[config.mk]
export PLATFORM = sky130hd
export DESIGN_NAME = clk_lock_ctrl
export DESIGN_NICKNAME = d
export VERILOG_FILES = /design/src/rtl/clk_lock_pkg.sv /design/src/rtl/win_timer.sv /design/src/rtl/sar_search.sv /design/src/rtl/fine_track.sv /design/src/rtl/lock_detect.sv /design/src/rtl/clk_lock_ctrl.sv
export SDC_FILE = /design/constraint.sdc
export NUM_CORES = 1
export LEC_CHECK = 0
export ABC_AREA = 1
export ABC_CLOCK_PERIOD_IN_PS = 2750
export BUFFER_PORTS_ARGS = -buffer_cell sky130_fd_sc_hd__buf_2
export CAP_MARGIN = 20
export CORE_UTILIZATION = 40
export CTS_CLUSTER_SIZE = 40
export DETAILED_ROUTE_END_ITERATION = 8
export PLACE_DENSITY_LB_ADDON = 0.08
export SYNTH_ARGS = -nofsm -noshare
export SYNTH_HDL_FRONTEND = slang
export SYNTH_SLANG_ARGS = --single-unit
[constraint.sdc]
create_clock -name clk_i -period 2.75 [get_ports clk_i]
set_clock_uncertainty 0.05 [all_clocks]
set_input_delay 0.4125 -clock clk_i [delete_from_list [all_inputs] [get_ports clk_i]]
set_output_delay 0.4125 -clock clk_i [all_outputs]
set_load 0.02 [all_outputs]
[src/rtl/clk_lock_pkg.sv]
package clk_lock_pkg;
  typedef enum logic [1:0] {
    ST_START = 2'd0,
    ST_CAL   = 2'd1,
    ST_TRACK = 2'd2
  } lock_state_e;
endpackage

[src/rtl/win_timer.sv]
module win_timer #(
  parameter int WIN = 16
) (
  input  logic clk_i,
  input  logic rst_ni,
  input  logic en_i,
  output logic tick_o
);
  localparam int CW = (WIN > 1) ? $clog2(WIN) : 1;
  localparam logic [CW-1:0] LAST = CW'(WIN - 1);

  logic [CW-1:0] cnt_q;

  always_ff @(posedge clk_i or negedge rst_ni) begin
    if (!rst_ni)             cnt_q <= '0;
    else if (!en_i)          cnt_q <= '0;
    else if (cnt_q == LAST)  cnt_q <= '0;
    else                     cnt_q <= cnt_q + 1'b1;
  end

  assign tick_o = en_i && (cnt_q == LAST);
endmodule

[src/rtl/sar_search.sv]
module sar_search #(
  parameter int CODE_W = 6
) (
  input  logic              clk_i,
  input  logic              rst_ni,
  input  logic              start_i,
  input  logic              step_i,
  input  logic              fast_i,
  output logic [CODE_W-1:0] code_o,
  output logic              done_o
);
  localparam int BW = (CODE_W > 1) ? $clog2(CODE_W) : 1;
  localparam logic [CODE_W-1:0] MID = CODE_W'(1) << (CODE_W - 1);
  localparam logic [BW-1:0] TOP = BW'(CODE_W - 1);

  logic [CODE_W-1:0] code_q, code_n;
  logic [BW-1:0]     bit_q, bit_n;

  always_comb begin
    code_n = code_q;
    bit_n  = bit_q;
    if (start_i) begin
      code_n = MID;
      bit_n  = TOP;
    end else if (step_i) begin
      if (fast_i) code_n[bit_q] = 1'b0;
      if (bit_q != '0) begin
        bit_n = bit_q - 1'b1;
        code_n[bit_n] = 1'b1;
      end
    end
  end

  always_ff @(posedge clk_i or negedge rst_ni) begin
    if (!rst_ni) begin
      code_q <= MID;
      bit_q  <= TOP;
    end else begin
      code_q <= code_n;
      bit_q  <= bit_n;
    end
  end

  assign code_o = code_q;
  assign done_o = step_i && !start_i && (bit_q == '0);
endmodule

[src/rtl/fine_track.sv]
module fine_track #(
  parameter int FINE_W = 8
) (
  input  logic              clk_i,
  input  logic              rst_ni,
  input  logic              load_i,
  input  logic              en_i,
  input  logic              early_i,
  input  logic              late_i,
  output logic [FINE_W-1:0] fine_o,
  output logic              sat_o
);
  localparam logic [FINE_W-1:0] MID = FINE_W'(1) << (FINE_W - 1);
  localparam logic [FINE_W-1:0] MAX = '1;

  logic [FINE_W-1:0] fine_q;
  logic dn, up;

  assign dn    = en_i && early_i && !late_i;
  assign up    = en_i && late_i && !early_i;
  assign sat_o = (dn && fine_q == '0) || (up && fine_q == MAX);

  always_ff @(posedge clk_i or negedge rst_ni) begin
    if (!rst_ni)                    fine_q <= MID;
    else if (load_i)                fine_q <= MID;
    else if (dn && fine_q != '0)    fine_q <= fine_q - 1'b1;
    else if (up && fine_q != MAX)   fine_q <= fine_q + 1'b1;
  end

  assign fine_o = fine_q;
endmodule

[src/rtl/lock_detect.sv]
module lock_detect #(
  parameter int TRACK_WIN = 32,
  parameter int LOCK_WINS = 4
) (
  input  logic clk_i,
  input  logic rst_ni,
  input  logic en_i,
  input  logic early_i,
  input  logic late_i,
  input  logic sat_i,
  output logic locked_o
);
  localparam int SW = (LOCK_WINS > 1) ? $clog2(LOCK_WINS) : 1;
  localparam logic [SW-1:0] LAST = SW'(LOCK_WINS - 1);

  logic tick;
  logic seen_e_q, seen_l_q, bad_q, locked_q;
  logic [SW-1:0] streak_q;
  logic good;

  win_timer #(.WIN(TRACK_WIN)) u_win (
    .clk_i  (clk_i),
    .rst_ni (rst_ni),
    .en_i   (en_i),
    .tick_o (tick)
  );

  // window counts as dithering only if both directions were seen
  assign good = (seen_e_q || early_i) && (seen_l_q || late_i) && !bad_q && !sat_i;

  always_ff @(posedge clk_i or negedge rst_ni) begin
    if (!rst_ni) begin
      seen_e_q <= 1'b0;
      seen_l_q <= 1'b0;
      bad_q    <= 1'b0;
      streak_q <= '0;
      locked_q <= 1'b0;
    end else if (!en_i) begin
      seen_e_q <= 1'b0;
      seen_l_q <= 1'b0;
      bad_q    <= 1'b0;
      streak_q <= '0;
      locked_q <= 1'b0;
    end else begin
      if (tick) begin
        seen_e_q <= 1'b0;
        seen_l_q <= 1'b0;
        bad_q    <= 1'b0;
      end else begin
        seen_e_q <= seen_e_q || early_i;
        seen_l_q <= seen_l_q || late_i;
        bad_q    <= bad_q || sat_i;
      end
      if (sat_i) begin
        streak_q <= '0;
        locked_q <= 1'b0;
      end else if (tick) begin
        if (!good)                 streak_q <= '0;
        else if (streak_q == LAST) locked_q <= 1'b1;
        else                       streak_q <= streak_q + 1'b1;
      end
    end
  end

  assign locked_o = locked_q;
endmodule

[src/rtl/clk_lock_ctrl.sv]
module clk_lock_ctrl #(
  parameter int CODE_W    = 6,
  parameter int FINE_W    = 8,
  parameter int CAL_WIN   = 16,
  parameter int TRACK_WIN = 32,
  parameter int LOCK_WINS = 4
) (
  input  logic              clk_i,
  input  logic              rst_ni,
  input  logic              cal_mode_i,
  input  logic              freq_fast_i,
  input  logic              early_i,
  input  logic              late_i,
  output logic [CODE_W-1:0] coarse_o,
  output logic [FINE_W-1:0] fine_o,
  output logic              locked_o
);
  import clk_lock_pkg::*;

  lock_state_e state_q, state_d;
  logic cal_tick, sar_start, sar_done, fine_load, sat, trk_en;

  assign trk_en    = (state_q == ST_TRACK);
  assign sar_start = cal_mode_i && ((state_q == ST_START) || (trk_en && sat));
  assign fine_load = (state_q == ST_START) || sar_start || sar_done;

  always_comb begin
    state_d = state_q;
    unique case (state_q)
      ST_START: state_d = cal_mode_i ? ST_CAL : ST_TRACK;
      ST_CAL:   if (sar_done) state_d = ST_TRACK;
      ST_TRACK: if (sat && cal_mode_i) state_d = ST_CAL;
      default:  state_d = ST_START;
    endcase
  end

  always_ff @(posedge clk_i or negedge rst_ni) begin
    if (!rst_ni) state_q <= ST_START;
    else         state_q <= state_d;
  end

  win_timer #(.WIN(CAL_WIN)) u_cal_win (
    .clk_i  (clk_i),
    .rst_ni (rst_ni),
    .en_i   (state_q == ST_CAL),
    .tick_o (cal_tick)
  );

  sar_search #(.CODE_W(CODE_W)) u_sar (
    .clk_i   (clk_i),
    .rst_ni  (rst_ni),
    .start_i (sar_start),
    .step_i  (cal_tick),
    .fast_i  (freq_fast_i),
    .code_o  (coarse_o),
    .done_o  (sar_done)
  );

  fine_track #(.FINE_W(FINE_W)) u_fine (
    .clk_i   (clk_i),
    .rst_ni  (rst_ni),
    .load_i  (fine_load),
    .en_i    (trk_en),
    .early_i (early_i),
    .late_i  (late_i),
    .fine_o  (fine_o),
    .sat_o   (sat)
  );

  lock_detect #(.TRACK_WIN(TRACK_WIN), .LOCK_WINS(LOCK_WINS)) u_lock (
    .clk_i    (clk_i),
    .rst_ni   (rst_ni),
    .en_i     (trk_en),
    .early_i  (early_i),
    .late_i   (late_i),
    .sat_i    (sat),
    .locked_o (locked_o)
  );
endmodule

Yosys cells after proc, flatten, opt, wreduce, memory -nomap -nowiden

Cells that the tools add are included.

Reduce and logical (&&, ||, !) cells: 44
Eq/ne operators: 13
Add/sub/neg operators: 6
Order comparisons: 4
Bitwise logic cells: 3
Muxes and demuxes: 40

Operators by type and width:

| cell                                                              | number |
|---|---|
| 2-to-1 mux 6 bit                                                  | 6 |
| 2-to-1 mux 8 bit                                                  | 3 |
| logical AND 1 bit                                                 | 20 |
| 2-to-1 mux 2 bit                                                  | 8 |
| 2-to-1 mux 1 bit                                                  | 13 |
| 2-to-1 mux 5 bit                                                  | 2 |
| 2-to-1 mux 3 bit                                                  | 3 |
| inequality test 3 x 2 -> 1 bit, second input constant             | 3 |
| adder 8 x 1 -> 8 bit, second input constant                       | 1 |
| equality test 8 bit, second input constant                        | 1 |
| zero test 8 bit                                                   | 1 |
| less-than comparator 3 x 4 -> 1 bit, second input constant        | 2 |
| 2-to-1 mux 4 bit                                                  | 2 |
| inequality test 8 bit, second input constant                      | 1 |
| nonzero test 8 bit                                                | 1 |
| subtractor 8 x 1 -> 8 bit, second input constant                  | 1 |
| logical OR 1 bit                                                  | 7 |
| bitwise AND 6 bit                                                 | 1 |
| demux 1 bit (select 3 bit)                                        | 2 |
| greater-or-equal comparator 3 x 1 -> 1 bit, second input constant | 2 |
| inverter 6 bit                                                    | 1 |
| bitwise OR 6 bit                                                  | 1 |
| case mux 2 bit (3 select lines)                                   | 1 |
| AND reduction 2 bit                                               | 3 |
| 17 further kinds                                                  | 24 |

Logic and storage cells: 121
Output and inout bits: 15
Bits in registers: 34

Longest topological paths before layout

Gate-level depths: netlist (run 1).

Word-level depth: 13
Gate-level depth with buffers: 15

Modules after synthesis

A second synthesis (run 1) with hierarchy kept.

Cell total of the unflattened synthesis: 299
Area, all modules: 2160.8 um2

Modules (own cells, without submodules):

| module                   | area an instance (um2) | seq. area each (um2) | times used | cells each |
|---|---|---|---|---|
| fine_track               | 750.7                  | 201.4                | 1          | 114 |
| sar_search               | 534.3                  | 229.0                | 1          | 74 |
| lock_detect              | 324.1                  | 150.1                | 1          | 43 |
| win_timer (u_lock.u_win) | 239.0                  | 125.1                | 1          | 26 |
| win_timer (u_cal_win)    | 188.9                  | 100.1                | 1          | 22 |
| clk_lock_ctrl            | 123.9                  | 50.0                 | 1          | 20 |

Worst setup path before layout (run 1)

No wires, ideal clock.

Path type: reg-to-reg
Start point: register u_fine.fine_q[6] (netlist: u_fine.fine_o[6])
End point: register u_fine.fine_q[4] (netlist: u_fine.fine_o[4])
Arrival: 1920 ps
Required time: 2573 ps
Stages on the path, launching flop included: 12
Buffers on the path: 0
Path slack: 653 ps
Cell sequence: dfrtp_1 nor2_1 nand2_1 o21ai_4 inv_1 ha_1 inv_1 o21ai_0 inv_1 a21oi_1 nand3b_1 o21ai_0

Word-level cells in the longest chain between the ends: 11
Elaborated cells between the ends (all ways): 20
Classes of those cells: eq/ne (2); mux (2); reduce/logical (16)

Ends and longest elaborated chain:

| item                                                                    | RTL line            | source |
|---|---|---|
| start: declaration                                                      | fine_track.sv:16    | `logic [FINE_W-1:0] fine_q;` |
| start signal: assignment                                                | fine_track.sv:26    | `else if (dn && fine_q != '0) fine_q <= fine_q - 1'b1;` |
| start signal: assignment                                                | fine_track.sv:27    | `else if (up && fine_q != MAX) fine_q <= fine_q + 1'b1;` |
| equality test 8 bit / zero test 8 bit (equally long branches)           | fine_track.sv:21    | `assign sat_o = (dn && fine_q == '0) \|\| (up && fine_q == MAX);` |
| logical AND 1 bit                                                       | fine_track.sv:21    |  |
| logical OR 1 bit                                                        | fine_track.sv:21    |  |
| logical AND 1 bit                                                       | clk_lock_ctrl.sv:24 | `assign sar_start = cal_mode_i && ((state_q == ST_START) \|\| (trk_en && sat));` |
| logical OR 1 bit                                                        | clk_lock_ctrl.sv:24 |  |
| logical AND 1 bit                                                       | clk_lock_ctrl.sv:24 |  |
| zero test 1 bit                                                         | sar_search.sv:45    | `assign done_o = step_i && !start_i && (bit_q == '0);` |
| logical AND 1 bit (2 in series)                                         | sar_search.sv:45    |  |
| logical OR 1 bit                                                        | clk_lock_ctrl.sv:25 | `assign fine_load = (state_q == ST_START) \|\| sar_start \|\| sar_done;` |
| nonzero test 3 bit (no line) / 2-to-1 mux 8 bit (equally long branches) | n/a                 |  |

Parallel ways exist; a longest one is shown, timed or not.
A chain may end at the register's enable or synchronous reset.

Worst setup path after layout (run 1)

Same ends and word-level chain as after synthesis.

==> impl_metrics.py, run 1 <==
metrics = {
    "outcome": {
        "outcome": "finished clean",
    },
    "die": {
        "chipHeight_um": 75.1,
        "start_util_pct": 41.8,
        "ios": 21,
        "die_w_um": 75.1,
        "design.core.area_mm2": 0.00511,
        "die_area_mm2": 0.00563,
        "rows": 26,
    },
    "finish": {
        "diodes": 0,
        "drive_gt1_share_pct": 18.1,
        "fin_area_mm2": 0.00242,
        "syn_to_final_growth_pct": 13.2,
        "nets": 323,
        "final_cell_count_no_fill": 379,
    },
    "power": {
        "p_leak_nw": 1.31,
        "pwr_density_cell_mw_per_mm2": 792,
        "peakVddDrop_v": 0.000424,
    },
    "clock_network": {
        "cts_hold_buf": 0,
        "cts_sinks": 34,
        "cts_buffers": 5,
        "clk_latency_ns": 0.29,
        "cts-root-buf": "clkbuf_8",
        "cts_max_level": 2,
        "path_clk_slew_ns": 0.08,
        "post_cts_resized": 0,
        "cts_setup_buffers": 0,
        "tritoncts": "yes",
        "cts_buffer_depth": 2,
    },
    "setup_path": {
        "crit_path_max_fanout": 6,
        "critical_path_class": "flip-flop to flip-flop",
        "cp-start-kind": "flip-flop",
        "worstSetupEndpointType": "flip-flop",
        "arrival_ns": 2.34,
        "cp_data_required_time_ns": 2.88,
    },
    "place": {
        "dpl.hpwl_um": 3440,
        "port_buffers": 20,
        "dpl.cell_count": 371,
        "dpl_cell_area_mm2": 0.00232,
        "gp_congestion": 0.962,
    },
    "logic_synthesis": {
        "ys.flop_type": "dfrtp_1",
        "synthTopCellsByArea": "dfrtp_1 35%, nand2_1 10%, inv_1 7.4%",
        "synth_edf_count": 0,
        "ys_seq_area_share_pct": 40.1,
        "syn_area_mm2": 0.00213,
        "synth_nets": 296,
        "yosys.cell_types.count": 34,
        "synth_common_cells": "58 x nand2_1, 42 x inv_1, 39 x nor2_1",
        "synth_top_area_share_pct": 35.2,
        "async_flop_share_pct": 100,
        "ys_warn_count": 0,
        "syn_avg_cell_area_um2": 7.60,
        "syn_inst": 281,
        "ys_seq_elements": 34,
        "synth_most_common_cell": "nand2_1",
        "post-synth-top-area-cell": "dfrtp_1",
    },
    "timing": {
        "finalMaxSlewViolations": 0,
        "hold_viol_final": 0,
        "fin_crit_sh_pct": 80.4,
        "fmax_mhz": 452,
        "rsz0062_at_grt": "no",
        "worstMarginPinSlew_ns": 0.783,
        "finalSetupViolCount": 0,
        "fin_hold_ws_ns": 0.153,
        "tns_ns": 0,
        "maxSlewHeadroom_pct": 47.8,
        "fin_crit_ns": 2.21,
    },
    "drt": {
        "ant_nets": 0,
        "wl_um": 4530,
        "vias_per_cell": 4.94,
        "drcViolationCount": 0,
        "avgRoutedWirePerCell_um": 11.9,
        "first_pass_iters": 5,
        "initialDrtViolationCount": 77,
        "routed-via-count": 1872,
    },
    "global_route": {
        "first_global_vias": 1732,
        "antenna_found_initial": 0,
        "track_usage_pct": 18.4,
        "grt_max_degree": 35,
        "grt_overflow": 0,
        "grt_pass1_wl_um": 7760,
    },
    "hold_path": {
        "hold_path.class": "input pin to asynchronous set/reset pin",
    },
    "run": {
        "maxCapViolations": 0,
    },
}
-- sequential cells by signal, summed over array words and instances, names as in the netlist --
| name | count |
|---|---|
| u_fine.fine_o | 8 |
| u_sar.code_o | 6 |
| u_lock.seen_e_q | 1 |
| u_lock.seen_l_q | 1 |
| u_lock.streak_q | 2 |
| u_cal_win.cnt_q | 4 |
| u_lock.locked_o | 1 |
| u_lock.bad_q | 1 |
| u_sar.bit_q | 3 |
| u_lock.u_win.cnt_q | 5 |
| state_q | 2 |
-- report_power, final --
group / internal, mW / switching (mW)
sequential: 0.615 / 0.0995
clock: 0.201 / 0.196
combinational: 0.253 / 0.549
-- path summary, 6_finish.rpt --
path | from | endpoint | depth (start not counted) | slack, ns
max in group asynchronous | rst_ni | u_sar.bit_q[1] | 1 | 2.00
min reg2reg | u_cal_win.cnt_q[0] | u_cal_win.cnt_q[0] | 1 | 0.41
min in group clk_i | late_i | u_lock.seen_l_q | 3 | 0.34
min | rst_ni | u_fine.fine_o[3] | 1 | 0.15
max reg2reg | u_fine.fine_o[6] | u_fine.fine_o[4] | 11 | 0.54
max | u_fine.fine_o[6] | u_fine.fine_o[4] | 11 | 0.54
-- final cells by class --
cell class,count,area (um2)
Clock inverter,2,12.5
Inverter,47,176
Multi-Input combinational cell,200,1100
Sequential cell,34,856
Fill cell,547,2690
Tap cell,70,87.6
Timing Repair Buffer,20,100
Clock buffer,6,82.6
-- metal layers --
metal	wire length, um	vias up	track usage, %	part of all wire (%)
met5	0	-	0	0
met3	175	4	4.55	3.9
met1	2210	875	23.6	49
met2	2110	40	30.2	47
met4	32	0	6.29	0.71
li1	-	953	-	-
-- cells in the final DEF (no fill, tap or decap), drive strengths merged --
master	instances
o221ai	1
xnor2	1
nand3	22
dfrtp	30
o22ai	2
nand2	63
a21boi	1
clkinvlp	1
nand3b	1
nor3	3
buf	20
o211ai	1
a21o	1
nor2	45
a21oi	13
ha	9
inv	47
clkbuf	6
xor2	5
nor4	3
clkinv	1
a31oi	1
nand4	4
o21a	1
dfstp	4
o21bai	2
o21ai	21
-- per-stage QoR --
stage	setup WS, ns	utilization [%]	power (mW)
after floorplan	0.653	-	1.32
after global placement	0.630	45.5	1.53
after detailed placement	0.564	45.5	1.54
after CTS	0.556	47.3	1.94
after global routing	0.357	47.3	2.08
final	0.540	47.3	1.91
-- kinds of logic after synthesis --
family	synth area share (%)
AOI/OAI and AO/OA	13.3
buffers and inverters	8.26
adders and majority gates	5.28
DFF	40.1
and+or+nand+nor	30.6
xor gates and xnor gates	2.46
-- critical path, stage by stage, from the launching register on --
cell and delay [ns]:
dfrtp_1 0.44, nor2_1 0.12, nand2_1 0.09, o21ai_4 0.22
inv_1 0.12, ha_1 0.37, inv_1 0.05, o21ai_0 0.23
inv_1 0.09, a21oi_1 0.14, nand3b_1 0.11, o21ai_0 0.08
(Power assumes the default switching activity.)
==> run 2, diff against run 1 <==
--- a/config.mk
+++ b/config.mk
@@ -6,7 +6,7 @@
 export NUM_CORES = 1
 export LEC_CHECK = 0
 export ABC_AREA = 1
-export ABC_CLOCK_PERIOD_IN_PS = 2750
+export ABC_CLOCK_PERIOD_IN_PS = 2009
 export BUFFER_PORTS_ARGS = -buffer_cell sky130_fd_sc_hd__buf_2
 export CAP_MARGIN = 20
 export CORE_UTILIZATION = 40
==> constraint.sdc (replaced) <==
create_clock -name clk_i -period 2.01 [get_ports clk_i]
set_clock_uncertainty 0.05 [all_clocks]
set_input_delay 0.3015 -clock clk_i [delete_from_list [all_inputs] [get_ports clk_i]]
set_output_delay 0.3015 -clock clk_i [all_outputs]
set_load 0.02 [all_outputs]
==> impl_metrics.py, run 2 (synthesis results as in run 1) <==
metrics = {
    "timing": {
        "fmax_mhz": 498,
        "fin_crit_sh_pct": 100,
        "finalMaxSlewViolations": 0,
        "finalSetupViolCount": 0,
        "fin_hold_ws_ns": 0.0256,
        "rsz0062_at_grt": "yes",
        "maxSlewHeadroom_pct": 50.0,
        "worstMarginPinSlew_ns": 0.749,
        "final.setup.worst_slack_ns": 0.0000229,
        "hold_viol_final": 0,
        "fin_crit_ns": 2.01,
    },
    "setup_path": {
        "cp-start-kind": "flip-flop",
        "crit_path_max_fanout": 4,
        "cp_data_required_time_ns": 2.13,
        "worstPathCellList": "nor2_2, nand2_2, o21ai_4, inv_2, ha_4, inv_1, o21bai_1, a21oi_4, a21oi_1, o21ai_1",
        "worstSetupEndpointType": "flip-flop",
        "arrival_ns": 2.13,
        "path_buf_inv": 2,
        "critical_path_class": "flip-flop to flip-flop",
        "slowest_delay_ns": 0.44,
        "cp_slowest_cell": "dfrtp_2",
        "cpLargestDelayFamily": "compound AO/OA/AOI/OAI gates",
    },
    "power": {
        "switching_power_mw": 1.24,
        "switching_share_pct": 41.2,
        "pwr_density_cell_mw_per_mm2": 1130,
        "peakVddDrop_v": 0.000463,
        "p_clk_share_pct": 21.7,
        "pwr-share-seq_pct": 32.4,
        "p_leak_nw": 1.40,
        "p_int_mw": 1.77,
        "combPwrFrac_pct": 45.9,
    },
    "clock_network": {
        "clk_latency_ns": 0.29,
        "cts_buffer_depth": 2,
        "tritoncts": "yes",
        "path_clk_slew_ns": 0.07,
        "cts-root-buf": "clkbuf_8",
        "cts_buffers": 5,
        "cts_hold_buf": 0,
        "cts_max_level": 2,
        "cts_sinks": 34,
    },
    "die": {
        "start_util_pct": 41.8,
        "chipHeight_um": 75.1,
        "die_area_mm2": 0.00563,
        "die_w_um": 75.1,
        "ios": 21,
        "design.core.area_mm2": 0.00511,
        "rows": 26,
    },
    "drt": {
        "routed-via-count": 1913,
        "vias_per_cell": 4.83,
        "initialDrtViolationCount": 87,
        "avgRoutedWirePerCell_um": 11.8,
        "ant_nets": 0,
        "wl_um": 4690,
        "drcViolationCount": 0,
        "first_pass_iters": 5,
    },
    "finish": {
        "largest_reg_flops": 8,
        "mostFrequentLayoutCells": "55 x nand2_1, 37 x inv_1, 35 x nor2_1",
        "diodes": 0,
        "drive_gt1_share_pct": 29.4,
        "register_area_um2": 861,
        "final_common_cell": "nand2_1",
        "n_fill_cell": 526,
        "postLayoutCoreUtil_pct": 52.0,
        "syn_to_final_growth_pct": 24.5,
        "fin_area_mm2": 0.00266,
        "multi_input_area_mm2": 0.00119,
        "final_cell_count_no_fill": 396,
        "nets": 340,
    },
    "run": {
        "maxCapViolations": 0,
    },
    "outcome": {
        "outcome": "finished clean",
    },
    "place": {
        "port_buffers": 20,
        "dpl.cell_count": 384,
        "gp_congestion": 0.853,
        "dpl_worst_slack_ns": -0.0208,
        "dpl.hpwl_um": 3440,
        "dpl_cell_area_mm2": 0.00244,
    },
    "global_route": {
        "first_global_vias": 1727,
        "grt_max_degree": 35,
        "grt_pass1_wl_um": 7710,
        "track_usage_pct": 18.3,
        "antenna_found_initial": 0,
        "grt_overflow": 0,
    },
    "hold_path": {
        "hold_path.class": "input pin to asynchronous set/reset pin",
    },
}
-- run 2: cell count changes in the layout (fill, tap and decap cells not counted), moves of 2 or more --
cell     previous run  this run
buf_4               0        17
inv_1              42        37
inv_2               5        10
dfrtp_1            30        26
dfrtp_2             0         4
nor2_1             39        35
nand2_1            58        55
nand2_2             3         6
nor2_2              4         7
ha_1                9         7
ha_4                0         2
nand3_1            19        17
nand3_2             3         5
-- run 2: final timing paths --
kind / start / to / slack [ns] / depth (start not counted)
worst min-delay path: rst_ni / u_lock.u_win.cnt_q[3] / 0.03 / 1
worst min register to register: u_cal_win.cnt_q[0] / u_cal_win.cnt_q[0] / 0.40 / 1
max in group asynchronous: rst_ni / u_fine.fine_o[6] / 1.35 / 1
worst max-delay path: u_fine.fine_o[3] / u_fine.fine_o[6] / 0.00002 / 10
worst max register to register: u_fine.fine_o[3] / u_fine.fine_o[6] / 0.00002 / 10
min in group clk_i: late_i / u_lock.seen_l_q / 0.22 / 3
-- run 2: timing repair --
item / 4_1_cts / 5_1_grt
setup endpoints to repair: 2 / 12
buffers inserted: 0 / 4
pin swaps: 0 / 11
gates resized for setup: 1 / 20
-- run 2: through the flow --
step	power, mW	TNS [ns]
finish	3.01	0
global route	3.23	-0.163
CTS	2.89	-0.00142
detailed placement	2.23	-0.0208
global placement	2.23	0
floorplan	1.83	0
-- run 2: power by group through the flow --
stage | logic (mW) | clock network, mW | registers, mW
finish | 1.38 | 0.653 | 0.976
global route | 1.54 | 0.693 | 0.995
CTS | 1.24 | 0.669 | 0.979
detailed placement | 1.24 | 0 | 0.991
global placement | 1.25 | 0 | 0.987
floorplan | 0.769 | 0 | 1.06
-- run 2: layer usage --
metal | part of all wire [%] | GRT usage [%] | vias up
met5 | 0 | 0 | -
met4 | 1.7 | 7.13 | 0
met3 | 4.2 | 3.88 | 13
met2 | 47 | 28.8 | 44
met1 | 47 | 24.6 | 858
li1 | - | - | 998
-- run 2: layout make-up --
| type | instances | area share [%] |
|---|---|---|
| inverters | 47 | 6.64 |
| clock inverters | 1 | 1.13 |
| clock buffers | 7 | 3.25 |
| well taps | 70 | 3.30 |
| multi-input cells | 200 | 44.7 |
| flip-flops and latches | 34 | 32.4 |
| repair buffers | 37 | 8.57 |
